[config.mk]
export PLATFORM = sky130hd
export DESIGN_NAME = ecc_partial_write_ctrl
export DESIGN_NICKNAME = d
export VERILOG_FILES = /design/src/rtl/pwc_pkg.sv /design/src/rtl/pwc_ecc_enc.sv /design/src/rtl/pwc_ecc_dec.sv /design/src/rtl/pwc_addr_map.sv /design/src/rtl/ecc_partial_write_ctrl.sv
export SDC_FILE = /design/constraint.sdc
export NUM_CORES = 1
export LEC_CHECK = 0
export BUFFER_PORTS_ARGS = -buffer_cell sky130_fd_sc_hd__buf_4
export CAP_MARGIN = 20
export CORE_MARGIN = 2
export CORE_UTILIZATION = 40
export CTS_BUF_LIST = sky130_fd_sc_hd__clkbuf_4 sky130_fd_sc_hd__clkbuf_8
export CTS_CLUSTER_DIAMETER = 200
export DETAILED_ROUTE_END_ITERATION = 8
export PLACE_DENSITY = 0.67
export SYNTH_ARGS = -nofsm -noshare
export SYNTH_HDL_FRONTEND = slang
export SYNTH_HIERARCHICAL = 1
export SYNTH_SLANG_ARGS = --single-unit
[constraint.sdc]
create_clock -name clk -period 11.74 [get_ports clk]
set_clock_uncertainty 0.2 [all_clocks]
set_input_delay 1.174 -clock clk [delete_from_list [all_inputs] [get_ports clk]]
set_output_delay 1.174 -clock clk [all_outputs]
set_load 0.05 [all_outputs]
[src/rtl/pwc_pkg.sv]
package pwc_pkg;
  localparam int DATA_W = 64;
  localparam int CHK_W  = 7;
  localparam int CODE_W = DATA_W + CHK_W + 1;
  localparam int DI_W   = $clog2(DATA_W);

  typedef enum logic [1:0] {
    OP_RD  = 2'd0,
    OP_WR  = 2'd1,
    OP_BW  = 2'd2,
    OP_RSV = 2'd3
  } op_e;

  typedef enum logic [1:0] {
    S_IDLE = 2'd0,
    S_RD1  = 2'd1,
    S_RD2  = 2'd2,
    S_WR   = 2'd3
  } state_e;

  // Hamming check bits: each data bit sits at a codeword position that is
  // not a power of two (3,5,6,7,9,...); check bit k covers positions with bit k set.
  function automatic logic [CHK_W-1:0] calc_chk(input logic [DATA_W-1:0] d);
    logic [CHK_W-1:0] c;
    int di;
    c  = '0;
    di = 0;
    for (int p = 1; p < CODE_W; p++) begin
      if ((p & (p - 1)) != 0) begin
        for (int k = 0; k < CHK_W; k++) begin
          if (((p >> k) & 1) != 0) c = c ^ (CHK_W'(d[di[DI_W-1:0]]) << k);
        end
        di++;
      end
    end
    return c;
  endfunction
endpackage

[src/rtl/pwc_ecc_enc.sv]
module pwc_ecc_enc
  import pwc_pkg::*;
(
  input  logic [DATA_W-1:0] data,
  output logic [CODE_W-1:0] code
);
  logic [CHK_W-1:0] chk;

  always_comb begin
    chk  = calc_chk(data);
    code = {^{chk, data}, chk, data};
  end
endmodule

[src/rtl/pwc_ecc_dec.sv]
module pwc_ecc_dec
  import pwc_pkg::*;
(
  input  logic [CODE_W-1:0] code,
  output logic [DATA_W-1:0] data,
  output logic              sbe,
  output logic              mbe
);
  logic [CHK_W-1:0] syn;
  logic             par;
  int               di;

  always_comb begin
    syn  = calc_chk(code[DATA_W-1:0]) ^ code[DATA_W +: CHK_W];
    par  = ^code;
    data = code[DATA_W-1:0];
    di   = 0;
    for (int p = 1; p < CODE_W; p++) begin
      if ((p & (p - 1)) != 0) begin
        if (32'(syn) == p) data = data ^ (DATA_W'(1) << di[DI_W-1:0]);
        di++;
      end
    end
    sbe = par && (32'(syn) < CODE_W);
    mbe = (!par && syn != '0) || (par && 32'(syn) >= CODE_W);
  end
endmodule

[src/rtl/pwc_addr_map.sv]
module pwc_addr_map #(
  parameter int ADDR_W = 8,
  parameter int SUB_W  = 2,
  localparam int IDX_W = ADDR_W - SUB_W
) (
  input  logic [ADDR_W-1:0] addr,
  input  logic              interleave,
  output logic [SUB_W-1:0]  sub,
  output logic [IDX_W-1:0]  idx
);
  always_comb begin
    if (interleave) begin
      sub = addr[SUB_W-1:0];
      idx = addr[ADDR_W-1:SUB_W];
    end else begin
      sub = addr[ADDR_W-1 -: SUB_W];
      idx = addr[IDX_W-1:0];
    end
  end
endmodule

[src/rtl/ecc_partial_write_ctrl.sv]
module ecc_partial_write_ctrl
  import pwc_pkg::*;
#(
  parameter int ADDR_W  = 8,
  parameter int NUM_SUB = 4,
  parameter int NUM_BLK = 4,
  localparam int SUB_W  = $clog2(NUM_SUB),
  localparam int IDX_W  = ADDR_W - SUB_W,
  localparam int BLK_W  = $clog2(NUM_BLK),
  localparam int LANES  = DATA_W / 8,
  localparam int LANE_W = $clog2(LANES)
) (
  input  logic               clk,
  input  logic               rst,
  input  logic               cfg_interleave,
  input  logic [NUM_BLK-1:0] blk_good,
  input  logic               req_valid,
  output logic               req_ready,
  input  logic [1:0]         req_op,
  input  logic [ADDR_W-1:0]  req_addr,
  input  logic [LANE_W-1:0]  req_byte_sel,
  input  logic [DATA_W-1:0]  req_wdata,
  output logic               rsp_valid,
  output logic [DATA_W-1:0]  rsp_rdata,
  output logic               rsp_sbe,
  output logic               rsp_mbe,
  output logic               rsp_bad,
  output logic               mem_en,
  output logic               mem_we,
  output logic [SUB_W-1:0]   mem_sub,
  output logic [IDX_W-1:0]   mem_idx,
  output logic [CODE_W-1:0]  mem_wcode,
  input  logic [CODE_W-1:0]  mem_rcode
);
  state_e             state;
  op_e                op_q;
  logic [LANE_W-1:0]  bsel_q;
  logic [7:0]         byte_q;
  logic               sbe_pend;
  logic [SUB_W-1:0]   map_sub;
  logic [IDX_W-1:0]   map_idx;
  logic [BLK_W-1:0]   req_blk;
  logic [DATA_W-1:0]  dec_data;
  logic               dec_sbe;
  logic               dec_mbe;
  logic [DATA_W-1:0]  merged;
  logic [DATA_W-1:0]  enc_in;
  logic [CODE_W-1:0]  enc_code;

  assign req_blk   = req_addr[ADDR_W-1 -: BLK_W];
  assign req_ready = (state == S_IDLE);

  pwc_addr_map #(.ADDR_W(ADDR_W), .SUB_W(SUB_W)) u_map (
    .addr(req_addr), .interleave(cfg_interleave), .sub(map_sub), .idx(map_idx)
  );

  pwc_ecc_dec u_dec (
    .code(mem_rcode), .data(dec_data), .sbe(dec_sbe), .mbe(dec_mbe)
  );

  // Byte merge into the corrected word
  for (genvar g = 0; g < LANES; g++) begin : g_lane
    assign merged[g*8 +: 8] = (bsel_q == LANE_W'(g)) ? byte_q : dec_data[g*8 +: 8];
  end

  assign enc_in = (state == S_IDLE) ? req_wdata : merged;

  pwc_ecc_enc u_enc (.data(enc_in), .code(enc_code));

  always_ff @(posedge clk) begin
    if (rst) begin
      state     <= S_IDLE;
      op_q      <= OP_RD;
      bsel_q    <= '0;
      byte_q    <= '0;
      sbe_pend  <= 1'b0;
      rsp_valid <= 1'b0;
      rsp_rdata <= '0;
      rsp_sbe   <= 1'b0;
      rsp_mbe   <= 1'b0;
      rsp_bad   <= 1'b0;
      mem_en    <= 1'b0;
      mem_we    <= 1'b0;
      mem_sub   <= '0;
      mem_idx   <= '0;
      mem_wcode <= '0;
    end else begin
      rsp_valid <= 1'b0;
      case (state)
        S_IDLE: begin
          if (req_valid) begin
            op_q     <= op_e'(req_op);
            bsel_q   <= req_byte_sel;
            byte_q   <= req_wdata[7:0];
            sbe_pend <= 1'b0;
            mem_sub  <= map_sub;
            mem_idx  <= map_idx;
            if (!blk_good[req_blk]) begin
              rsp_valid <= 1'b1;
              rsp_bad   <= 1'b1;
              rsp_sbe   <= 1'b0;
              rsp_mbe   <= 1'b0;
              rsp_rdata <= '0;
            end else if (op_e'(req_op) == OP_WR) begin
              mem_en    <= 1'b1;
              mem_we    <= 1'b1;
              mem_wcode <= enc_code;
              state     <= S_WR;
            end else begin
              mem_en <= 1'b1;
              mem_we <= 1'b0;
              state  <= S_RD1;
            end
          end
        end
        S_RD1: begin
          mem_en <= 1'b0;
          state  <= S_RD2;
        end
        S_RD2: begin
          if (op_q == OP_BW && !dec_mbe) begin
            mem_en    <= 1'b1;
            mem_we    <= 1'b1;
            mem_wcode <= enc_code;
            sbe_pend  <= dec_sbe;
            state     <= S_WR;
          end else begin
            rsp_valid <= 1'b1;
            rsp_rdata <= (op_q == OP_BW) ? '0 : dec_data;
            rsp_sbe   <= dec_sbe;
            rsp_mbe   <= dec_mbe;
            rsp_bad   <= 1'b0;
            state     <= S_IDLE;
          end
        end
        default: begin
          mem_en    <= 1'b0;
          mem_we    <= 1'b0;
          rsp_valid <= 1'b1;
          rsp_rdata <= '0;
          rsp_sbe   <= sbe_pend;
          rsp_mbe   <= 1'b0;
          rsp_bad   <= 1'b0;
          state     <= S_IDLE;
        end
      endcase
    end
  end


  bad_blk_chk: assert property (@(posedge clk) disable iff (rst)
    (state == S_IDLE && req_valid && !blk_good[req_blk]) |=> (rsp_valid && rsp_bad && !mem_en));


  abort_on_mbe_chk: assert property (@(posedge clk) disable iff (rst)
    (state == S_RD2 && op_q == OP_BW && dec_mbe) |=> (!mem_en && rsp_valid && rsp_mbe));


  mbe_flag_chk: assert property (@(posedge clk) disable iff (rst)
    (state == S_RD2 && op_q != OP_BW && dec_mbe) |=> (rsp_valid && rsp_mbe && !rsp_sbe));


  sbe_read_chk: assert property (@(posedge clk) disable iff (rst)
    (state == S_RD2 && op_q != OP_BW && dec_sbe) |=> (rsp_sbe && rsp_rdata == $past(dec_data)));


  busy_ready_chk: assert property (@(posedge clk) disable iff (rst)
    (req_valid && req_ready && blk_good[req_blk]) |=> !req_ready);
endmodule

Word-level counts from Yosys, hierarchy flattened

Cells that the tools add are included.
Widths: inputs -> output; s select.

Flip-flop bits (word level): 166
Bits in latches: 0
Bits in writable memories: 0
ROM bits: 0
Logic and storage cells: 710
Memories kept: 0

Add/subtract/negate cells: 0
Multiply operators: 0
Divide/modulo/power cells: 0
$lt $le $gt $ge: 3
Equal/unequal tests: 81
Shifts and indexed selects: 0
Mux-type cells: 117
Bitwise logic cells: 474
Reduce and logical (&&, ||, !) cells: 20

Operators by type and width:

| operator           | count |
|---|---|
| $xor 7x3->7        | 70 |
| $xor 7x2->7        | 68 |
| $xor 7x1->7        | 67 |
| $xor 7x4->7        | 62 |
| $xor 7x5->7        | 62 |
| $xor 7x6->7        | 62 |
| $mux 64            | 6 |
| $mux 72            | 4 |
| $eq 7x6->1 const B | 31 |
| $pmux 64 s3        | 1 |
| $pmux 72 s2        | 1 |
| $eq 7x5->1 const B | 15 |
| $xor 7x7->7        | 15 |
| $mux 8             | 9 |
| $reduce_xor 72->1  | 1 |
| $reduce_xor 71->1  | 1 |
| $not 1->1          | 65 |
| $mux 63            | 1 |
| $mux 62            | 1 |
| $mux 61            | 1 |
| $mux 60            | 1 |
| $mux 59            | 1 |
| $mux 58            | 1 |
| $mux 57            | 1 |
| 86 further kinds   | 148 |

Longest topological paths before layout

Word-level depth: 481
Depth in mapped cells: 20

Cells and area by module

The synthesis kept the hierarchy.

By module, submodules not included:

| module                 | times used | cells each | area an instance (um^2) | seq. area each (um^2) |
|---|---|---|---|---|
| ecc_partial_write_ctrl | 1          | 834        | 7448.4                  | 3323.2 |
| pwc_ecc_dec            | 1          | 293        | 2962.8                  | 0.0 |
| pwc_ecc_enc            | 1          | 186        | 1830.5                  | 0.0 |
| pwc_addr_map           | 1          | 9          | 131.4                   | 0.0 |

Worst setup path after synthesis

OpenSTA, ideal clock, no wires.

Path kind: input -> register
From: input mem_rcode[25]
To: register mem_wcode[71]
Library setup time: 121 ps
Data arrival time: 6043 ps
Slack: 5376 ps
Stages on the path: 18
Buffers on the path: 1
Path through: xnor3_2 xnor3_2 xnor2_4 xnor3_2 nor3_4 buf_4 o211ai_1 xnor2_1 mux2i_1 o21ai_0 xnor3_2 xnor2_2 xnor3_1 xnor3_2 xnor3_1 xnor3_1 nand2_1 mux2i_1

RTL lines:

| what                   | RTL line                      | RTL |
|---|---|---|
| start: declaration     | ecc_partial_write_ctrl.sv:33  | `input logic [CODE_W-1:0] mem_rcode` |
| $xor 7x1->7            | pwc_pkg.sv:31                 | `if (((p >> k) & 1) != 0) c = c ^ (CHK_W'(d[di[DI_W-1:0]]) << k);` |
| $xor 7x2->7            | pwc_pkg.sv:31                 |  |
| $xor 7x3->7            | pwc_pkg.sv:31                 |  |
| $xor 7x4->7            | pwc_pkg.sv:31                 |  |
| $xor 7x5->7 *          | pwc_pkg.sv:31                 |  |
| $xor 7x1->7 *          | pwc_pkg.sv:31                 |  |
| $xor 7x6->7 *          | pwc_pkg.sv:31                 |  |
| $xor 7x2->7 *          | pwc_pkg.sv:31                 |  |
| [... 167 more ...]     | --                            |  |
| via dec_data[26]       | ecc_partial_write_ctrl.sv:43  | `logic [DATA_W-1:0] dec_data;` |
| [... 2 more ...]       | --                            |  |
| via enc_in[26]         | ecc_partial_write_ctrl.sv:47  | `logic [DATA_W-1:0] enc_in;` |
| [... 128 more ...]     | --                            |  |
| $xor 7x3->7            | pwc_pkg.sv:31                 |  |
| $xor 7x7->7            | pwc_pkg.sv:31                 |  |
| $reduce_xor 71->1 *    | pwc_ecc_enc.sv:11             | `code = {^{chk, data}, chk, data};` |
| via enc_code[71]       | ecc_partial_write_ctrl.sv:48  | `logic [CODE_W-1:0] enc_code;` |
| $mux 72                | ecc_partial_write_ctrl.sv:104 | `end else if (op_e'(req_op) == OP_WR) begin` |
| $mux 72                | ecc_partial_write_ctrl.sv:98  | `if (!blk_good[req_blk]) begin` |
| $mux 72                | ecc_partial_write_ctrl.sv:91  | `if (req_valid) begin` |
| $pmux 72 s2 *          | ecc_partial_write_ctrl.sv:89  | `case (state)` |
| end signal: assignment | ecc_partial_write_ctrl.sv:107 | `mem_wcode <= enc_code;` |
| end signal: assignment | ecc_partial_write_ctrl.sv:124 | `mem_wcode <= enc_code;` |
| end: declaration       | ecc_partial_write_ctrl.sv:32  | `output logic [CODE_W-1:0] mem_wcode,` |

Mark *: on every way through the listed nets, which the timed path passes. The rest lies on a longest branch. The select of a mux whose other input is x is not followed.
A chain may end at the register's enable or synchronous reset.

Worst setup path after layout

From: input mem_rcode[25]
To: register mem_wcode[71]

RTL lines:

| what                | RTL line |
|---|---|
| $xor 7x1->7         | pwc_pkg.sv:31 |
| $xor 7x2->7         | pwc_pkg.sv:31 |
| $xor 7x3->7         | pwc_pkg.sv:31 |
| $xor 7x4->7         | pwc_pkg.sv:31 |
| $xor 7x5->7 *       | pwc_pkg.sv:31 |
| $xor 7x1->7 *       | pwc_pkg.sv:31 |
| $xor 7x6->7 *       | pwc_pkg.sv:31 |
| $xor 7x2->7 *       | pwc_pkg.sv:31 |
| [... 183 more ...]  | -- |
| via dec_data[10]    | ecc_partial_write_ctrl.sv:43 |
| [... 2 more ...]    | -- |
| via enc_in[10]      | ecc_partial_write_ctrl.sv:47 |
| [... 179 more ...]  | -- |
| $xor 7x3->7         | pwc_pkg.sv:31 |
| $xor 7x7->7         | pwc_pkg.sv:31 |
| $reduce_xor 71->1 * | pwc_ecc_enc.sv:11 |
| via enc_code[71]    | ecc_partial_write_ctrl.sv:48 |
| $mux 72             | ecc_partial_write_ctrl.sv:104 |
| $mux 72             | ecc_partial_write_ctrl.sv:98 |
| $mux 72             | ecc_partial_write_ctrl.sv:91 |
| $pmux 72 s2 *       | ecc_partial_write_ctrl.sv:89 |

Marked as above.

==> impl_results.md <==
- Setup tns final: 0 ns
- Final setup vio count: 0
- I/O pin count: 308
- Sequential-to-total area share from yosys stat: 26.9%
- Most common cell in the netlist: nand2_1
- TritonCTS clock tree: done
- I/O Buffers: roughly 300
- CTS Buffer Depth: 2
- Post-layout util: 48.1%
- Root buf cell: clkbuf_8
- Peak supply drop: 297 uV
- Cts hold-fix bufs: 0
- Top cell type's share of synthesized area: between 20% and 30%
- Crit Path Class: primary input to flop
- Via Count: 10200
- Total GRT Usage: 25.3%
- Antenna violation net count after detailed routing: 0
- Synth Instances: 1322
- Met2 Use GR: 40.3%
- RSZ-0062 raised after global routing: no
- Clock sink count: 166
- Worst-margin pin slew: 1.08 ns
- FMAX: about 140 MHz
- Final hold vios: 0
- CP Launch Type: primary input
- Leak pwr: 6.36 nW
- CP dominant cell by count: xnor2_1
- Initial antenna violation count: 1
- Max-Cap Viols: 0
- Vias per cell: approximately 5.4
- Wire length per cell: 22.3 um
- Synth top area cells: dfxtp_1, xnor2_1, mux2i_1
- Pwr Density: around 250 nW/um2
- Core area: around 30000 um2
- Die Ht: ~180 um
- Pin count of the biggest net entering global routing: 118
- CTS resizes: 0
- Placed cell count: 1875
- Post-Syn Area: 12400 um2
- Area Overhead vs Synth: 18.6%
- GRT met1 Usage: 35.0%
- Setup bufs post-CTS: 0
- Area leader, netlist: dfxtp_1
- Total Wirelength: 42600 um
- Die ar.: 32400 um2
- GR Layer Usage met3: 3.12%
- Starting Density: 40.6%
- Final Critical Period: 7.40 ns
- Flops & latches, synth: 166
- Worst-Skew Late Latency: around 0.47 ns
- Delay of the slowest cell on the worst path: 0.87 ns
- Worst Path Max Fanout: 18
- Most Used Layer, Global Route: met2
- Number of synthesized flops with an enable pin: 0
- Syn nets: 1479
- Asr flop ratio synth: 0%
- Vias in the first global route: 9926
- CP max stage cell: o21ai_0
- Critical path, cell by cell: buf_4 > xnor3_2 > xnor3_2 > xnor2_4 > xor3_2 > nor3_4 > o211ai_1 > xnor2_1 > mux2i_1 > o21ai_0 > xnor2_1 > xnor2_1 > xnor2_1 > xnor3_2 > xnor3_1 > xnor3_1 > nand2_1 > mux2i_1
- Predominant post-synthesis flop cell: dfxtp_1
- Layout cells sized above 1: a little over a quarter
- Iter 0 DRT Violations: 1072
- Pwr Total: ~0.0036 W
- Cell Rows: 64
- Critical path endpoint category: flop
- Final HPWL DP: 34200 um
- Fin cells: around 1900
- Final Max Tran Viols: 0
- H-tree level count: 4
- Total CTS buffers: 17
- CP Data Arrival Time: 7.56 ns
- DRC Markers: 0
- Clock-pin slew on the worst setup and hold paths: 0.11 ns
- Crit share post-route: 63.0%
- Netlist cell types: 52
- Total grt overflow: 0
- DRT Pass-1 Iters: 5
- Worst Hold Class: flop to flop
- Outcome: completed
- First-pass GRT wire length: approximately 62000 um
- Layout Nets: 1655
- Required time worst endpoint: 11.90 ns
- Die W: approximately 180 um
- Ys Warns: 6
- Routability cong.: 0.939
- Max-slew headroom: 27.5%
- Commonest cells post-synth: nand2_1, xnor2_1, dfxtp_1
- Syn Area/Cell: 9.36 um2
metrics by stage:
step                area [um2]  hold WS (ns)  setup slack (ns)
detailed placement       14300         0.247              3.90
global route             14700         0.271              4.05
CTS                      14700         0.261              4.41
floorplan                12400         0.258              5.38
global placement         14300         0.244              3.93
finish                   14700         0.261              4.34
critical path: cells and delay by family:
kind / cells / cell delay, ns
XOR/XNOR: 11 / 4.16
AO/OA/AOI/OAI: 2 / 1.07
multiplexers: 2 / 0.24
AND/OR/NAND/NOR: 2 / 0.76
buffers and inverters: 1 / 0.13
path summary, 6_finish.rpt:
| kind | start | end | slack, ns | cells past startpoint |
|---|---|---|---|---|
| hold / removal | mem_idx[4] | mem_idx[4] | 0.26 | 2 |
| setup / recovery | mem_rcode[25] | mem_wcode[71] | 4.34 | 18 |
| setup reg to reg | state[0] | mem_wcode[71] | 6.80 | 11 |
| hold reg to reg | mem_idx[4] | mem_idx[4] | 0.26 | 2 |
routing by layer:
layer  wire length [um]  up-vias
met1              19100     4859
met5                  0        -
met3               2740       74
met4               1410        0
met2              19300      501
li1                   -     4801
report_power, final:
part | internal [W] | total (W) | switching [W]
logic | 0.00114 | 0.00255 | 0.00142
clock network | 0.000181 | 0.000441 | 0.000260
registers | 0.000604 | 0.000639 | 0.0000356
cells in the final DEF (no fill, tap or decap), drive strengths merged, types with 25 or more instances in the layout:
cell and count:
xnor3 45, dfxtp 166, nand2 252, buf 319, o21ai 70, a22o 64
xnor2 223, xor2 35, a21oi 25, o211ai 64, mux2i 137
state kept, by name (all words and copies together) (netlist names), 2 cells and up:
name	cells
op_q	2
byte_q	8
mem_idx	6
mem_wcode	72
rsp_rdata	64
bsel_q	3
state	2
mem_sub	2
area by class of cell:
| class | instances | area [um2] |
|---|---|---|
| clock buffers | 17 | 234 |
| fillers | 2896 | 15800 |
| flip-flops and latches | 166 | 3320 |
| inverters | 5 | 21.3 |
| diodes | 1 | 2.50 |
| clock inverters | 15 | 184 |
| well taps | 396 | 495 |
| repair buffers | 319 | 2390 |
| multi-input cells | 989 | 8020 |
cells by family after synthesis:
logic type      count (synthesis)  synth area share [%]
compound gates                234                  13.5
xor+xnor                      307                  27.7
buf+inv                       167                  8.59
flops                         166                  26.9
mux                           147                  12.3
simple gates                  301                  11.0
(Power assumes the default switching activity.)
